[src/rtl/bcd_alarm_pkg.sv]
package bcd_alarm_pkg;

  localparam int BYTE_W     = 8;
  localparam int NUM_FIELDS = 4;

  // field select codes; the order is fixed by the register map
  localparam logic [1:0] FLD_SEC  = 2'd0;
  localparam logic [1:0] FLD_MIN  = 2'd1;
  localparam logic [1:0] FLD_HOUR = 2'd2;
  localparam logic [1:0] FLD_DATE = 2'd3;

  typedef enum logic [2:0] {
    RPT_MONTH,
    RPT_DAY,
    RPT_HOUR,
    RPT_MINUTE,
    RPT_SECOND
  } rate_e;

  function automatic logic digit_ok(input logic [3:0] d);
    return d <= 4'd9;
  endfunction

  // range check applied to a write before it is stored
  function automatic logic field_write_ok(input logic [1:0] fld,
                                          input logic [BYTE_W-1:0] v);
    logic ok;
    case (fld)
      FLD_SEC, FLD_MIN: ok = (v[6:4] <= 3'd5) && digit_ok(v[3:0]);
      FLD_HOUR: ok = ((v[5:4] <= 2'd1) && digit_ok(v[3:0])) ||
                     ((v[5:4] == 2'd2) && (v[3:0] <= 4'd3));
      default:  ok = digit_ok(v[3:0]) && (v[4:0] != 5'd0);
    endcase
    return ok;
  endfunction

  // bits of a field that take part in the comparison
  function automatic logic [BYTE_W-1:0] field_cmp_mask(input logic [1:0] fld);
    logic [BYTE_W-1:0] m;
    case (fld)
      FLD_SEC, FLD_MIN: m = 8'h7F;
      default:          m = 8'h3F;
    endcase
    return m;
  endfunction

endpackage

[src/rtl/alarm_reg_bank.sv]
module alarm_reg_bank
  import bcd_alarm_pkg::*;
#(
  parameter int N_FLD = NUM_FIELDS,
  parameter int DW    = BYTE_W,
  parameter int SW    = $clog2(N_FLD)
) (
  input  logic                      clk,
  input  logic                      rst,
  input  logic                      wr_en,
  input  logic [SW-1:0]             wr_sel,
  input  logic [DW-1:0]             wr_data,
  input  logic [SW-1:0]             rd_sel,
  output logic [DW-1:0]             rd_data,
  output logic [N_FLD-1:0][DW-1:0]  alarm_q
);

  for (genvar i = 0; i < N_FLD; i++) begin : g_fld
    localparam logic [SW-1:0] IDX = SW'(i);
    logic accept;

    always_comb accept = wr_en && (wr_sel == IDX) &&
                         field_write_ok(2'(i), wr_data);

    always_ff @(posedge clk) begin
      if (rst)         alarm_q[i] <= '0;
      else if (accept) alarm_q[i] <= wr_data;
    end
  end

  always_ff @(posedge clk) begin
    if (rst) rd_data <= '0;
    else     rd_data <= alarm_q[rd_sel];
  end

endmodule

[src/rtl/alarm_rate_decode.sv]
module alarm_rate_decode
  import bcd_alarm_pkg::*;
#(
  parameter int N_FLD = NUM_FIELDS
) (
  input  logic [N_FLD-1:0] mask,   // {date, hour, min, sec}
  output rate_e            rate,
  output logic [N_FLD-1:0] used    // fields that must match
);

  always_comb begin
    case (mask)
      4'b0000: rate = RPT_MONTH;
      4'b1000: rate = RPT_DAY;
      4'b1100: rate = RPT_HOUR;
      4'b1110: rate = RPT_MINUTE;
      default: rate = RPT_SECOND;
    endcase
  end

  always_comb begin
    case (rate)
      RPT_MONTH:  used = 4'b1111;
      RPT_DAY:    used = 4'b0111;
      RPT_HOUR:   used = 4'b0011;
      RPT_MINUTE: used = 4'b0001;
      default:    used = 4'b0000;
    endcase
  end

endmodule

[src/rtl/alarm_match_core.sv]
module alarm_match_core
  import bcd_alarm_pkg::*;
#(
  parameter int N_FLD = NUM_FIELDS,
  parameter int DW    = BYTE_W
) (
  input  logic                     clk,
  input  logic                     rst,
  input  logic                     tick,
  input  logic [N_FLD-1:0][DW-1:0] cur_vec,
  input  logic [N_FLD-1:0][DW-1:0] alarm_q,
  input  logic [N_FLD-1:0]         used,
  output logic                     irq_pulse
);

  logic [N_FLD-1:0] hit;

  for (genvar i = 0; i < N_FLD; i++) begin : g_cmp
    localparam logic [DW-1:0] CMASK = field_cmp_mask(2'(i));
    always_comb hit[i] = !used[i] ||
                         ((alarm_q[i] & CMASK) == (cur_vec[i] & CMASK));
  end

  always_ff @(posedge clk) begin
    if (rst) irq_pulse <= 1'b0;
    else     irq_pulse <= tick && (&hit);
  end

endmodule

[src/rtl/bcd_alarm_match.sv]
module bcd_alarm_match
  import bcd_alarm_pkg::*;
#(
  parameter int DW    = BYTE_W,
  parameter int N_FLD = NUM_FIELDS
) (
  input  logic          clk,
  input  logic          rst,
  input  logic          wr_en,
  input  logic [1:0]    wr_sel,
  input  logic [DW-1:0] wr_data,
  input  logic [1:0]    rd_sel,
  output logic [DW-1:0] rd_data,
  input  logic          tick,
  input  logic [DW-1:0] cur_sec,
  input  logic [DW-1:0] cur_min,
  input  logic [DW-1:0] cur_hour,
  input  logic [DW-1:0] cur_date,
  output logic          irq_pulse
);

  localparam int SW = $clog2(N_FLD);

  logic [N_FLD-1:0][DW-1:0] alarm_q;
  logic [N_FLD-1:0][DW-1:0] cur_vec;
  logic [N_FLD-1:0]         mask_bits;
  logic [N_FLD-1:0]         used;
  rate_e                    rate;

  always_comb cur_vec = {cur_date, cur_hour, cur_min, cur_sec};

  for (genvar i = 0; i < N_FLD; i++) begin : g_mask
    always_comb mask_bits[i] = alarm_q[i][DW-1];
  end

  alarm_reg_bank #(.N_FLD(N_FLD), .DW(DW), .SW(SW)) u_bank (
    .clk     (clk),
    .rst     (rst),
    .wr_en   (wr_en),
    .wr_sel  (wr_sel),
    .wr_data (wr_data),
    .rd_sel  (rd_sel),
    .rd_data (rd_data),
    .alarm_q (alarm_q)
  );

  alarm_rate_decode #(.N_FLD(N_FLD)) u_rate (
    .mask (mask_bits),
    .rate (rate),
    .used (used)
  );

  alarm_match_core #(.N_FLD(N_FLD), .DW(DW)) u_match (
    .clk       (clk),
    .rst       (rst),
    .tick      (tick),
    .cur_vec   (cur_vec),
    .alarm_q   (alarm_q),
    .used      (used),
    .irq_pulse (irq_pulse)
  );

endmodule

[config.mk]
export PLATFORM = sky130hd
export DESIGN_NAME = bcd_alarm_match
export DESIGN_NICKNAME = d
export VERILOG_FILES = /design/src/rtl/bcd_alarm_pkg.sv /design/src/rtl/alarm_reg_bank.sv /design/src/rtl/alarm_rate_decode.sv /design/src/rtl/alarm_match_core.sv /design/src/rtl/bcd_alarm_match.sv
export SDC_FILE = /design/constraint.sdc
export NUM_CORES = 1
export LEC_CHECK = 0
export BUFFER_PORTS_ARGS = -buffer_cell sky130_fd_sc_hd__buf_2
export CORE_ASPECT_RATIO = 0.5
export CORE_MARGIN = 3
export CORE_UTILIZATION = 51
export CTS_CLUSTER_DIAMETER = 200
export DETAILED_ROUTE_END_ITERATION = 12
export PLACE_DENSITY = 0.76
export SKIP_LAST_GASP = 1
export SLEW_MARGIN = 20
export SYNTH_ARGS = -nofsm -noshare
export SYNTH_HDL_FRONTEND = slang
export SYNTH_SLANG_ARGS = --single-unit
[constraint.sdc]
create_clock -name clk -period 1.8 [get_ports clk]
set_clock_uncertainty 0.2 [all_clocks]
set_input_delay 0.36 -clock clk [delete_from_list [all_inputs] [get_ports clk]]
set_output_delay 0.36 -clock clk [all_outputs]
set_load 0.02 [all_outputs]
==> results of run 1 <==
## area by class of cell
cell class / count / area, um^2
repair buffers: 58 / 323
clock inverters: 1 / 30.0
clock buffers: 7 / 86.3
multi-input cells: 138 / 1090
fillers: 296 / 1130
flip-flops and latches: 41 / 821
well taps: 51 / 63.8
## worst max-delay path: stages (launching register included)
cell and delay, ns:
dfxtp_1 0.36, xor2_1 0.18, nor4_1 0.44, o2111ai_1 0.23
a21oi_1 0.19
## worst max path at each step
| stage | from | end |
|---|---|---|
| finish | u_bank.alarm_q[18] | u_match.irq_pulse |
| detailed placement | wr_data[3] | u_bank.alarm_q[22] |
| CTS | u_bank.alarm_q[10] | u_match.irq_pulse |
| floorplan | wr_data[3] | u_bank.alarm_q[23] |
| global route | u_bank.alarm_q[10] | u_match.irq_pulse |
| global placement | wr_data[3] | u_bank.alarm_q[22] |
## stage by stage
| step | instance area [um^2] | utilization, % | total power [W] |
|---|---|---|---|
| 2_1_floorplan | 1950 | - | 0.00108 |
| 3_5_place_dp | 2300 | 64.8 | 0.00119 |
| 6_report | 2410 | 68.0 | 0.00194 |
| 3_3_place_gp | 2300 | 64.8 | 0.00118 |
| 5_1_grt | 2410 | 68.0 | 0.00201 |
| 4_1_cts | 2410 | 68.0 | 0.00195 |
## routing by layer
metal,vias to the layer above,global-route usage (%)
met4,0,9.49
met2,71,33.3
li1,775,-
met5,-,0
met1,780,32.5
met3,11,5.49
## sequential cells by signal, indices dropped and copies added (netlist names)
| name | count |
|---|---|
| u_bank.rd_data | 8 |
| u_match.irq_pulse | 1 |
| u_bank.alarm_q | 32 |
## cell usage in the layout, fill, tap and decap left out, drive strengths merged, types with 2 or more instances in the layout
cell / instances
buf: 58
dfxtp: 41
nor2: 28
mux2i: 24
xnor2: 14
xor2: 12
nor2b: 10
nand2: 10
mux4: 8
a21oi: 8
clkbuf: 7
nand4: 4
a22oi: 3
nor3: 3
nor4: 2
o21ai: 2
## cell families (layout without fill, tap and decap cells)
family,count (synthesis),in the layout,synth area share [%]
buffers and inverters,9,66,2.12
multiplexers,32,32,21.5
XOR/XNOR,26,26,11.7
AND/OR/NAND/NOR,61,61,15.6
AO/OA/AOI/OAI,19,19,7.05
flip-flops,41,41,42.1
## power by group through the flow
stage | sequential, W | clock, W | combinational (W)
global route | 0.000946 | 0.000819 | 0.000245
detailed placement | 0.000964 | 0 | 0.000224
finish | 0.000944 | 0.000772 | 0.000226
CTS | 0.000943 | 0.000780 | 0.000225
floorplan | 0.000962 | 0 | 0.000118
global placement | 0.000963 | 0 | 0.000218
==> results by group, run 1 <==
Outcome
  • Status: finished clean

Min path
  • Hold path depth: 3
  • Hold path endpoint: u_bank.alarm_q[15]
  • Worst hold path class: in2reg
  • Hold Startpoint: wr_data[7]

Place
  • Placed cell count: approximately 290
  • Pre-CTS setup slack: -0.0329 ns
  • Port Buffers: 50
  • DP HPWL: about 3.8 mm
  • Global placement routability congestion: between 0.8 and 0.9

Layout
  • Area Overhead vs Synth: 23.7%
  • Non-Filler Instances: ~300
  • Antenna diodes: 0
  • Nets: around 300
  • Layout cell share with drive strength beyond 1: between 30% and 40%

Clock tree
  • CTS tree: built
  • CTS max path bufs: 2
  • Clock transition at the registers of the reported paths: 0.08 ns
  • Root Driver: clkbuf_8
  • Htree depth: 2
  • Clock sink count: between 40 and 50
  • Post-CTS setup buffer count: 0
  • Clk_lat worst skew: 0.30 ns
  • Number of CTS-inserted buffers: 5
  • Cts repair resizes: 0
  • Hold-fix buffers, CTS: 0

Timing
  • Final Hold Viols: 0
  • Setup violators final: 0
  • Hold WS: about 0.16 ns
  • Fmax: approximately 600 MHz
  • Worst Tran Pin Value: about 0.45 ns
  • Fin worst setup slack: between 0.1 and 0.15 ns
  • Final TNS setup: 0 ns
  • Unrepaired setup endpoints after global routing: false
  • Minimum clock period: 1.68 ns
  • Slew HR: between 60% and 70%
  • Final period utilization: between 90% and 100%
  • Slew Limit Fails: 0

Pwr
  • Flop pwr share: just under 50%
  • Lkg Pwr: roughly 1.1 nW
  • Psw: ~0.00045 W
  • PwrDens: ~800 mW/mm^2
  • Clock Power Share: roughly 40%
  • Max VDD drop: 0.360 mV
  • Sw frac: between 20% and 30%
  • Comb power frac: 11.6%
  • Int Pwr: 0.00149 W

Worst setup path
  • CP Data Required Time: between 1.5 and 2 ns
  • FF-to-FF End: u_match.irq_pulse
  • Critical path class: reg2reg
  • Startpoint Class: register
  • Worst path arrival time: approximately 1.7 ns
  • Reg2reg path depth: 4
  • CP Capture Type: register
  • Worst-path maximum fanout: 3
  • Worst R2R Start: u_bank.alarm_q[18]
  • R2R Setup Slk: around 0.12 ns

Detailed routing
  • Post-Route M1 WL: between 2 and 2.5 mm
  • Top layer in use: met4
  • 1st-iter DRT viols: between 100 and 150
  • Number of routed nets with antenna violations: 0
  • Final wirelength: roughly 5 mm
  • Routed via count: 1637
  • DR vias/cell: 5.53
  • DR pass1 iterations: 4
  • Routed wire per std cell: about 17 um
  • Met2 WL post-DR: approximately 2.2 mm
  • Drt drc: 0
  • Met3 wire len: between 400 and 500 um

Die
  • CORE AREA: 0.00355 mm^2
  • Die H: a little under 50 um
  • Cell row count: 15
  • Total Die Area: 0.00465 mm^2
  • Die X: around 93 um
  • Initial Util: a little under three fifths
  • # IOs: 57

Logic synthesis
  • Fraction of registers with async set/reset: 0%
  • Count leader, synth: dfxtp_1
  • #FFs+latches synth: 41
  • Syn Nets: approximately 240
  • Largest area contributor in the netlist: dfxtp_1
  • Synthesized area: approximately 0.0020 mm^2
  • Yosys cell types: 29
  • Top cell type's share of synthesized area: around 42%
  • Sequential fraction of the synthesis area: ~42%
  • EDFF count, synth: 0
  • Synth Flop Type: dfxtp_1
  • Avg Synthesized Cell Area: 10.4 um^2
  • Synth Warn #: 0
  • Synth top area cells: dfxtp_1 (42%), mux2i_1 (12%), mux4_2 (9.2%)
  • Most instantiated cells after synthesis: dfxtp_1 (41), nor2_1 (28), mux2i_1 (24)
  • Syn Inst Count: 188

Global route
  • Initial antenna violation count: 0
  • Total grt overflow: 0
  • Largest net degree at the start of global routing: 41
  • All-Layer GR Usage: a little under a quarter
  • First-pass GRT wire length: roughly 7.8 mm
  • Vias in the first global route: between 1.5k and 2k

Run
  • Max-cap violation count: 0
No activity file was read; power rests on OpenSTA's default activity.
==> inputs of run 2 (changes only) <==
--- a/config.mk
+++ b/config.mk
@@ -8,12 +8,13 @@
 export BUFFER_PORTS_ARGS = -buffer_cell sky130_fd_sc_hd__buf_2
 export CORE_ASPECT_RATIO = 0.5
 export CORE_MARGIN = 3
-export CORE_UTILIZATION = 51
+export CORE_UTILIZATION = 52
 export CTS_CLUSTER_DIAMETER = 200
 export DETAILED_ROUTE_END_ITERATION = 12
-export PLACE_DENSITY = 0.76
+export PLACE_DENSITY = 0.77
 export SKIP_LAST_GASP = 1
 export SLEW_MARGIN = 20
 export SYNTH_ARGS = -nofsm -noshare
 export SYNTH_HDL_FRONTEND = slang
+export SYNTH_HIERARCHICAL = 1
 export SYNTH_SLANG_ARGS = --single-unit
==> run 2 against run 1 <==
  * Critical path depth unchanged
  * Die area increased by 1.0%
  * Power decreased by 6.8%
  * Critical path type unchanged
  * Flip-flop and latch count unchanged
  * Combinational power increased by 13%
  * Cell count increased by 5.7%
  * Highest routed layer unchanged
  * Largest cell class unchanged
  * Maximum frequency increased by 6.6%
  * Synthesized area increased by 3.1%
==> results by group, run 2 <==
Outcome
  • Status: finished clean (unchanged)

Worst setup path
  • Slowest Stage Delay on Critical Path: 0.48 ns (was 0.44 ns)
  • CP Capture Type: register (unchanged)
  • Critical path class: reg2reg (unchanged)
  • Critical path's slowest cell: or4_1 (was nor4_1)
  • Startpoint Class: register (unchanged)
  • CP Data Required Time: 1.84 ns (was 1.83 ns)
  • Worst path arrival time: 1.61 ns (was 1.71 ns)
  • Bufs and invs on worst path: 0 (unchanged)
  • Crit-path cells: xor2_1 > or4_1 > o32ai_1 > and4_1 (was xor2_1 > nor4_1 > o2111ai_1 > a21oi_1)
  • CP top delay family: simple AND/OR/NAND/NOR gates (unchanged)
  • Worst-path maximum fanout: 3 (unchanged)

Global route
  • Largest net degree at the start of global routing: 23 (was 41)
  • Total grt overflow: 0 (unchanged)
  • All-Layer GR Usage: 23.4% (was 22.9%)
  • Initial antenna violation count: 0 (unchanged)
  • Vias in the first global route: 1683 (was 1591)
  • First-pass GRT wire length: 8.25 mm (was 7.85 mm)

Clock tree
  • Clock sink count: 41 (unchanged)
  • Clock transition at the registers of the reported paths: 0.07 ns (was 0.08 ns)
  • Hold-fix buffers, CTS: 0 (unchanged)
  • Number of CTS-inserted buffers: 5 (unchanged)
  • Cts repair resizes: 0 (unchanged)
  • CTS max path bufs: 2 (unchanged)
  • Root Driver: clkbuf_8 (unchanged)
  • CTS tree: built (unchanged)
  • Htree depth: 2 (unchanged)
  • Clk_lat worst skew: 0.30 ns (about the same)
  • Post-CTS setup buffer count: 0 (unchanged)

Layout
  • Layout cell share with drive strength beyond 1: 34.4% (was 32.2%)
  • Nets: 310 (was 292)
  • FF+latch area: 821 um^2 (unchanged)
  • Area Overhead vs Synth: 24.2% (was 23.7%)
  • Area of the multi-input gates: 0.00114 mm^2 (was 0.00109 mm^2)
  • Antenna diodes: 0 (unchanged)
  • Fill count: 281 (was 296)
  • Max reg flops: 32 (unchanged)
  • Final core utilization: 70.1% (was 68.0%)
  • Reg with most FFs: u_bank/alarm_q (was u_bank.alarm_q)
  • Commonest cells after routing, fill and taps aside: buf_2 (50), dfxtp_1 (41), xnor2_1 (16), nand3_1 (15), buf_4 (14) (was buf_2 (50), dfxtp_1 (41), nor2_1 (28), mux2i_1 (24), xnor2_1 (14))
  • Most common cell after layout, fill and taps aside: buf_2 (unchanged)
  • Largest registers: u_bank/alarm_q (32), u_bank/rd_data (8), u_match/irq_pulse (1) (was u_bank.alarm_q (32), u_bank.rd_data (8), u_match.irq_pulse (1))

Die
  • Total Die Area: 0.00470 mm^2 (was 0.00465 mm^2)
  • Initial Util: 56.5% (was 55.0%)
  • Cell row count: 15 (unchanged)
  • Die X: 94.0 um (was 93.5 um)
  • Die H: 50.0 um (was 49.7 um)
  • CORE AREA: 0.00357 mm^2 (was 0.00355 mm^2)
  • # IOs: 57 (unchanged)

Min path
  • Worst hold path class: in2reg (unchanged)

Detailed routing
  • Routed via count: 1757 (was 1637)
  • Routed wire per std cell: 16.5 um (was 16.9 um)
  • DR vias/cell: 5.61 (was 5.53)
  • DR pass1 iterations: 4 (unchanged)
  • 1st-iter DRT viols: 124 (was 128)
  • Drt drc: 0 (unchanged)
  • Number of routed nets with antenna violations: 0 (unchanged)
  • Final wirelength: 5.16 mm (was 4.99 mm)

Place
  • Pre-CTS setup slack: 0.0651 ns (was -0.0329 ns)
  • Global placement routability congestion: 0.886 (was 0.842)
  • DP HPWL: 3.89 mm (was 3.79 mm)
  • Port Buffers: 50 (unchanged)

Timing
  • Final TNS setup: 0 ns (unchanged)
  • Setup violators final: 0 (unchanged)
  • Slew HR: 77.5% (was 69.7%)
  • Fin worst setup slack: 0.227 ns (was 0.124 ns)
  • Fmax: 636 MHz (was 597 MHz)
  • Final Hold Viols: 0 (unchanged)
  • Unrepaired setup endpoints after global routing: false (unchanged)
  • Worst Tran Pin Value: 0.337 ns (was 0.451 ns)
  • Minimum clock period: 1.57 ns (was 1.68 ns)
  • Final period utilization: 87.4% (was 93.1%)
  • Slew Limit Fails: 0 (unchanged)

Logic synthesis
  • Syn Inst Count: 198 (was 188)
  • Synthesized area: 0.00201 mm^2 (was 0.00195 mm^2)
  • Synth Warn #: 6 (was 0)
  • Avg Synthesized Cell Area: 10.2 um^2 (was 10.4 um^2)
  • Syn Nets: 246 (was 236)

Run
  • Max-cap violation count: 0 (unchanged)

Pwr
  • Max VDD drop: 0.415 mV (was 0.360 mV)
  • Lkg Pwr: 1.05 nW (was 1.09 nW)
  • PwrDens: 724 mW/mm^2 (was 805 mW/mm^2)
==> run 2: worst register-to-register path: stages (launching register included) <==
cell     delay, ns
dfxtp_1       0.33
xor2_1        0.14
or4_1         0.48
o32ai_1       0.13
and4_1        0.23
==> run 2: per-stage QoR <==
stage                     instances  power (W)  hold slack [ns]  instance area (um^2)
final                           313    0.00181            0.178                  2500
after global routing            313    0.00188            0.192                  2500
after CTS                       313    0.00181            0.169                  2500
after detailed placement        306    0.00122            0.255                  2410
after global placement          306    0.00121            0.242                  2410
after floorplan                 198    0.00109            0.232                  2010
==> run 2: path summary, 6_finish.rpt <==
kind	startpoint	to	slack, ns	depth (start not counted)
worst min-delay path	wr_data[7]	u_bank/alarm_q[15]	0.18	3
worst max register to register	u_bank/alarm_q[20]	u_match/irq_pulse	0.23	4
worst max-delay path	u_bank/alarm_q[20]	u_match/irq_pulse	0.23	4
worst min register to register	u_bank/alarm_q[30]	u_bank/alarm_q[30]	0.27	2
==> run 2: final cells by class <==
type | instances | share of cell area, %
tap | 51 | 2.55
timing repair buffer | 65 | 15.0
clock buffer | 7 | 3.45
sequential | 41 | 32.8
multi-input combinational | 144 | 45.4
inverter | 5 | 0.750
==> run 2: per-layer routing <==
metal	vias up	routed length (um)	global-route usage, %
met1	819	2230	32.0
met5	-	0	0
met3	8	507	5.34
li1	845	-	-
met2	85	2350	36.3
met4	0	72	8.15
==> run 2: report_power, final <==
part	internal [W]	switching [W]	total [W]
sequential	0.000926	0.0000179	0.000944
combinational	0.000124	0.000131	0.000255
clock	0.000304	0.000307	0.000612
total	0.00135	0.000457	0.00181
==> inputs of run 3 (changes only) <==
--- a/config.mk
+++ b/config.mk
@@ -5,10 +5,11 @@
 export SDC_FILE = /design/constraint.sdc
 export NUM_CORES = 1
 export LEC_CHECK = 0
+export ABC_AREA = 1
 export BUFFER_PORTS_ARGS = -buffer_cell sky130_fd_sc_hd__buf_2
 export CORE_ASPECT_RATIO = 0.5
 export CORE_MARGIN = 3
-export CORE_UTILIZATION = 52
+export CORE_UTILIZATION = 54
 export CTS_CLUSTER_DIAMETER = 200
 export DETAILED_ROUTE_END_ITERATION = 12
 export PLACE_DENSITY = 0.77
==> run 3 against run 2 <==
  * Sequential power grew 2.5%
  * Flip-flop and latch count is the same
  * Clock power grew 47%
  * Combinational power grew 51%
  * Global-route usage grew 2.0 points
  * Cell count grew 65%
  * Register-to-register slack gained 0.19 ns
  * Core utilization shrank 0.098 points
  * Wire length grew 28%
  * Synthesized area grew 24%
  * Largest cell class unchanged
==> results by group, run 3 <==
Timing
  • Slew Limit Fails: 0 (unchanged)
  • Minimum clock period: 1.38 ns (was 1.57 ns)
  • Final TNS setup: 0 ns (unchanged)
  • Final period utilization: 76.6% (was 87.4%)
  • Hold WS: 0.130 ns (was 0.178 ns)
  • Final Hold Viols: 0 (unchanged)
  • Slew HR: 68.9% (was 77.5%)
  • Fmax: 725 MHz (was 636 MHz)
  • Unrepaired setup endpoints after global routing: false (unchanged)
  • Worst Tran Pin Value: 0.461 ns (was 0.337 ns)
  • Setup violators final: 0 (unchanged)

Pwr
  • Int Pwr: 0.00164 W (was 0.00135 W)
  • Comb power frac: 17.1% (was 14.1%)
  • Total power: 0.00225 W (was 0.00181 W)
  • Flop pwr share: 43.0% (was 52.1%)
  • PwrDens: 772 mW/mm^2 (was 724 mW/mm^2)
  • Sw frac: 27.0% (was 25.2%)
  • Lkg Pwr: 1.53 nW (was 1.05 nW)
  • Psw: 0.000608 W (was 0.000457 W)
  • Clock Power Share: 39.9% (was 33.8%)
  • Max VDD drop: 0.345 mV (was 0.415 mV)

Worst setup path
  • R2R Setup Slk: 0.42 ns (was 0.23 ns)
  • Worst R2R Start: u_bank/alarm_q[23] (was u_bank/alarm_q[20])
  • CP Capture Type: register (unchanged)
  • Critical path's slowest cell: dfxtp_1 (was or4_1)
  • Worst path arrival time: 1.42 ns (was 1.61 ns)
  • Slowest Stage Delay on Critical Path: 0.40 ns (was 0.48 ns)
  • Reg2reg path depth: 7 (was 4)
  • Crit-path cells: inv_1 > o21ai_1 > inv_1 > inv_1 > o21bai_2 > nand3_1 > nor2_1 (was xor2_1 > or4_1 > o32ai_1 > and4_1)
  • Startpoint Class: register (unchanged)
  • Critical Path Most Common Cell: inv_1
  • CP Data Required Time: 1.84 ns (about the same)
  • Worst-path maximum fanout: 4 (was 3)
  • Critical path class: reg2reg (unchanged)
  • FF-to-FF End: u_match/irq_pulse (unchanged)

Layout
  • Design Area, Final: 0.00292 mm^2 (was 0.00250 mm^2)
  • Layout cell share with drive strength beyond 1: 17.9% (was 34.4%)
  • Largest registers: u_bank/alarm_q (32), u_bank/rd_data (8), u_match/irq_pulse (1) (unchanged)
  • Fill count: 388 (was 281)
  • Nets: 510 (was 310)
  • FF+latch area: 821 um^2 (unchanged)
  • Antenna diodes: 0 (unchanged)
  • Reg with most FFs: u_bank/alarm_q (unchanged)
  • Max reg flops: 32 (unchanged)
  • Commonest cells after routing, fill and taps aside: nand2_1 (110), inv_1 (72), nor2_1 (72), buf_2 (50), dfxtp_1 (41) (was buf_2 (50), dfxtp_1 (41), xnor2_1 (16), nand3_1 (15), buf_4 (14))
  • Most common cell after layout, fill and taps aside: nand2_1 (was buf_2)
  • Area Overhead vs Synth: 16.9% (was 24.2%)
  • Area of the multi-input gates: 0.00132 mm^2 (was 0.00114 mm^2)

Clock tree
  • Root Driver: clkbuf_8 (unchanged)
  • Htree depth: 2 (unchanged)
  • Post-CTS setup buffer count: 0 (unchanged)
  • Number of CTS-inserted buffers: 5 (unchanged)
  • Clk_lat worst skew: 0.30 ns (about the same)
  • Hold-fix buffers, CTS: 0 (unchanged)
  • Clock sink count: 41 (unchanged)
  • CTS max path bufs: 2 (unchanged)
  • Clock transition at the registers of the reported paths: 0.08 ns (was 0.07 ns)
  • Cts repair resizes: 0 (unchanged)
  • CTS tree: built (unchanged)

Place
  • Port Buffers: 50 (unchanged)
  • DP HPWL: 5.10 mm (was 3.89 mm)
  • Global placement routability congestion: 0.869 (was 0.886)
  • Placed Area: 0.00278 mm^2 (was 0.00241 mm^2)

Detailed routing
  • Routed via count: 2583 (was 1757)
  • Drt drc: 0 (unchanged)
  • Final wirelength: 6.60 mm (was 5.16 mm)
  • Routed wire per std cell: 12.8 um (was 16.5 um)
  • DR pass1 iterations: 5 (was 4)
  • DR vias/cell: 5.00 (was 5.61)
  • Number of routed nets with antenna violations: 0 (unchanged)
  • 1st-iter DRT viols: 142 (was 124)

Die
  • CORE AREA: 0.00416 mm^2 (was 0.00357 mm^2)
  • # IOs: 57 (unchanged)
  • Die X: 102 um (was 94.0 um)
  • Initial Util: 59.9% (was 56.5%)
  • Total Die Area: 0.00552 mm^2 (was 0.00470 mm^2)
  • Cell row count: 16 (was 15)
  • Die H: 54.1 um (was 50.0 um)

Run
  • Max-cap violation count: 0 (unchanged)

Logic synthesis
  • Synthesized area: 0.00249 mm^2 (was 0.00201 mm^2)
  • Synth Warn #: 6 (unchanged)
  • Syn Nets: 460 (was 246)
  • Syn Inst Count: 412 (was 198)
  • Avg Synthesized Cell Area: 6.06 um^2 (was 10.2 um^2)

Global route
  • Vias in the first global route: 2296 (was 1683)
  • Total grt overflow: 0 (unchanged)
  • Largest net degree at the start of global routing: 30 (was 23)
  • Initial antenna violation count: 0 (unchanged)
  • First-pass GRT wire length: 10.4 mm (was 8.25 mm)
  • All-Layer GR Usage: 25.4% (was 23.4%)

Min path
  • Hold path endpoint: u_bank/alarm_q[8] (was u_bank/alarm_q[15])
  • Worst hold path class: in2reg (unchanged)
  • Hold path depth: 3 (unchanged)
  • Hold Startpoint: wr_data[0] (was wr_data[7])

Outcome
  • Status: finished clean (unchanged)
-- run 3: cell count changes in the layout (fill, tap and decap cells not counted), sizes merged, moves of 5 or more --
cell,previous run,this run
and2,8,0
a21oi,3,35
xnor2,16,4
xor2,10,4
mux4,8,0
nor2,10,77
inv,5,76
mux2i,9,0
nand2,12,116
nor3,6,1
buf,65,54
-- run 3: metal layers --
| metal | track usage [%] | up-vias | part of all wire (%) |
|---|---|---|---|
| met2 | 41.7 | 113 | 42 |
| met1 | 34.0 | 1105 | 47 |
| li1 | - | 1347 | - |
| met3 | 5.43 | 18 | 10 |
| met5 | 0 | - | 0 |
| met4 | 7.63 | 0 | 1.7 |
-- run 3: worst max-delay path by stage --
| stage | depth (start not counted) | end | slack (ns) | startpoint |
|---|---|---|---|---|
| final | 7 | u_match/irq_pulse | 0.42 | u_bank/alarm_q[23] |
| after global routing | 8 | u_match/irq_pulse | 0.33 | u_bank/alarm_q[8] |
| after CTS | 1 | rd_data[7] | 0.46 | u_bank/rd_data[7] |
| after detailed placement | 9 | u_bank/alarm_q[27] | 0.26 | wr_data[2] |
| after global placement | 8 | u_bank/alarm_q[2] | 0.27 | wr_data[2] |
| after floorplan | 6 | u_bank/rd_data[6] | 0.46 | rd_sel[0] |
-- run 3: critical path, delay by kind of cell, from the launching register on --
family / cells / cell delay (ns)
compound gates: 2 / 0.36
buf+inv: 3 / 0.19
flops: 1 / 0.40
simple gates: 2 / 0.17
-- run 3: area by class of cell --
type                       instances  share of cell area (%)
sequential                        41                    28.1
clock buffer                       5                    2.36
timing repair buffer              54                    9.61
clock inverter                     3                    2.36
multi-input combinational        283                    45.3
inverter                          77                    9.91
tap                               54                    2.32
-- run 3: metrics by stage --
stage	std cells	util (%)	worst slack (ns)
after global placement	509	66.7	0.273
after global routing	517	70.0	0.332
after floorplan	412	-	0.459
after detailed placement	509	66.7	0.259
final	517	70.0	0.421
after CTS	517	70.0	0.462
-- run 3: power by group through the flow --
stage	logic [W]	registers, W	clock network [W]
2_1_floorplan	0.000235	0.000997	0
3_3_place_gp	0.000363	0.000987	0
3_5_place_dp	0.000375	0.000989	0
4_1_cts	0.000378	0.000968	0.000919
5_1_grt	0.000431	0.000973	0.000955
6_report	0.000385	0.000968	0.000899
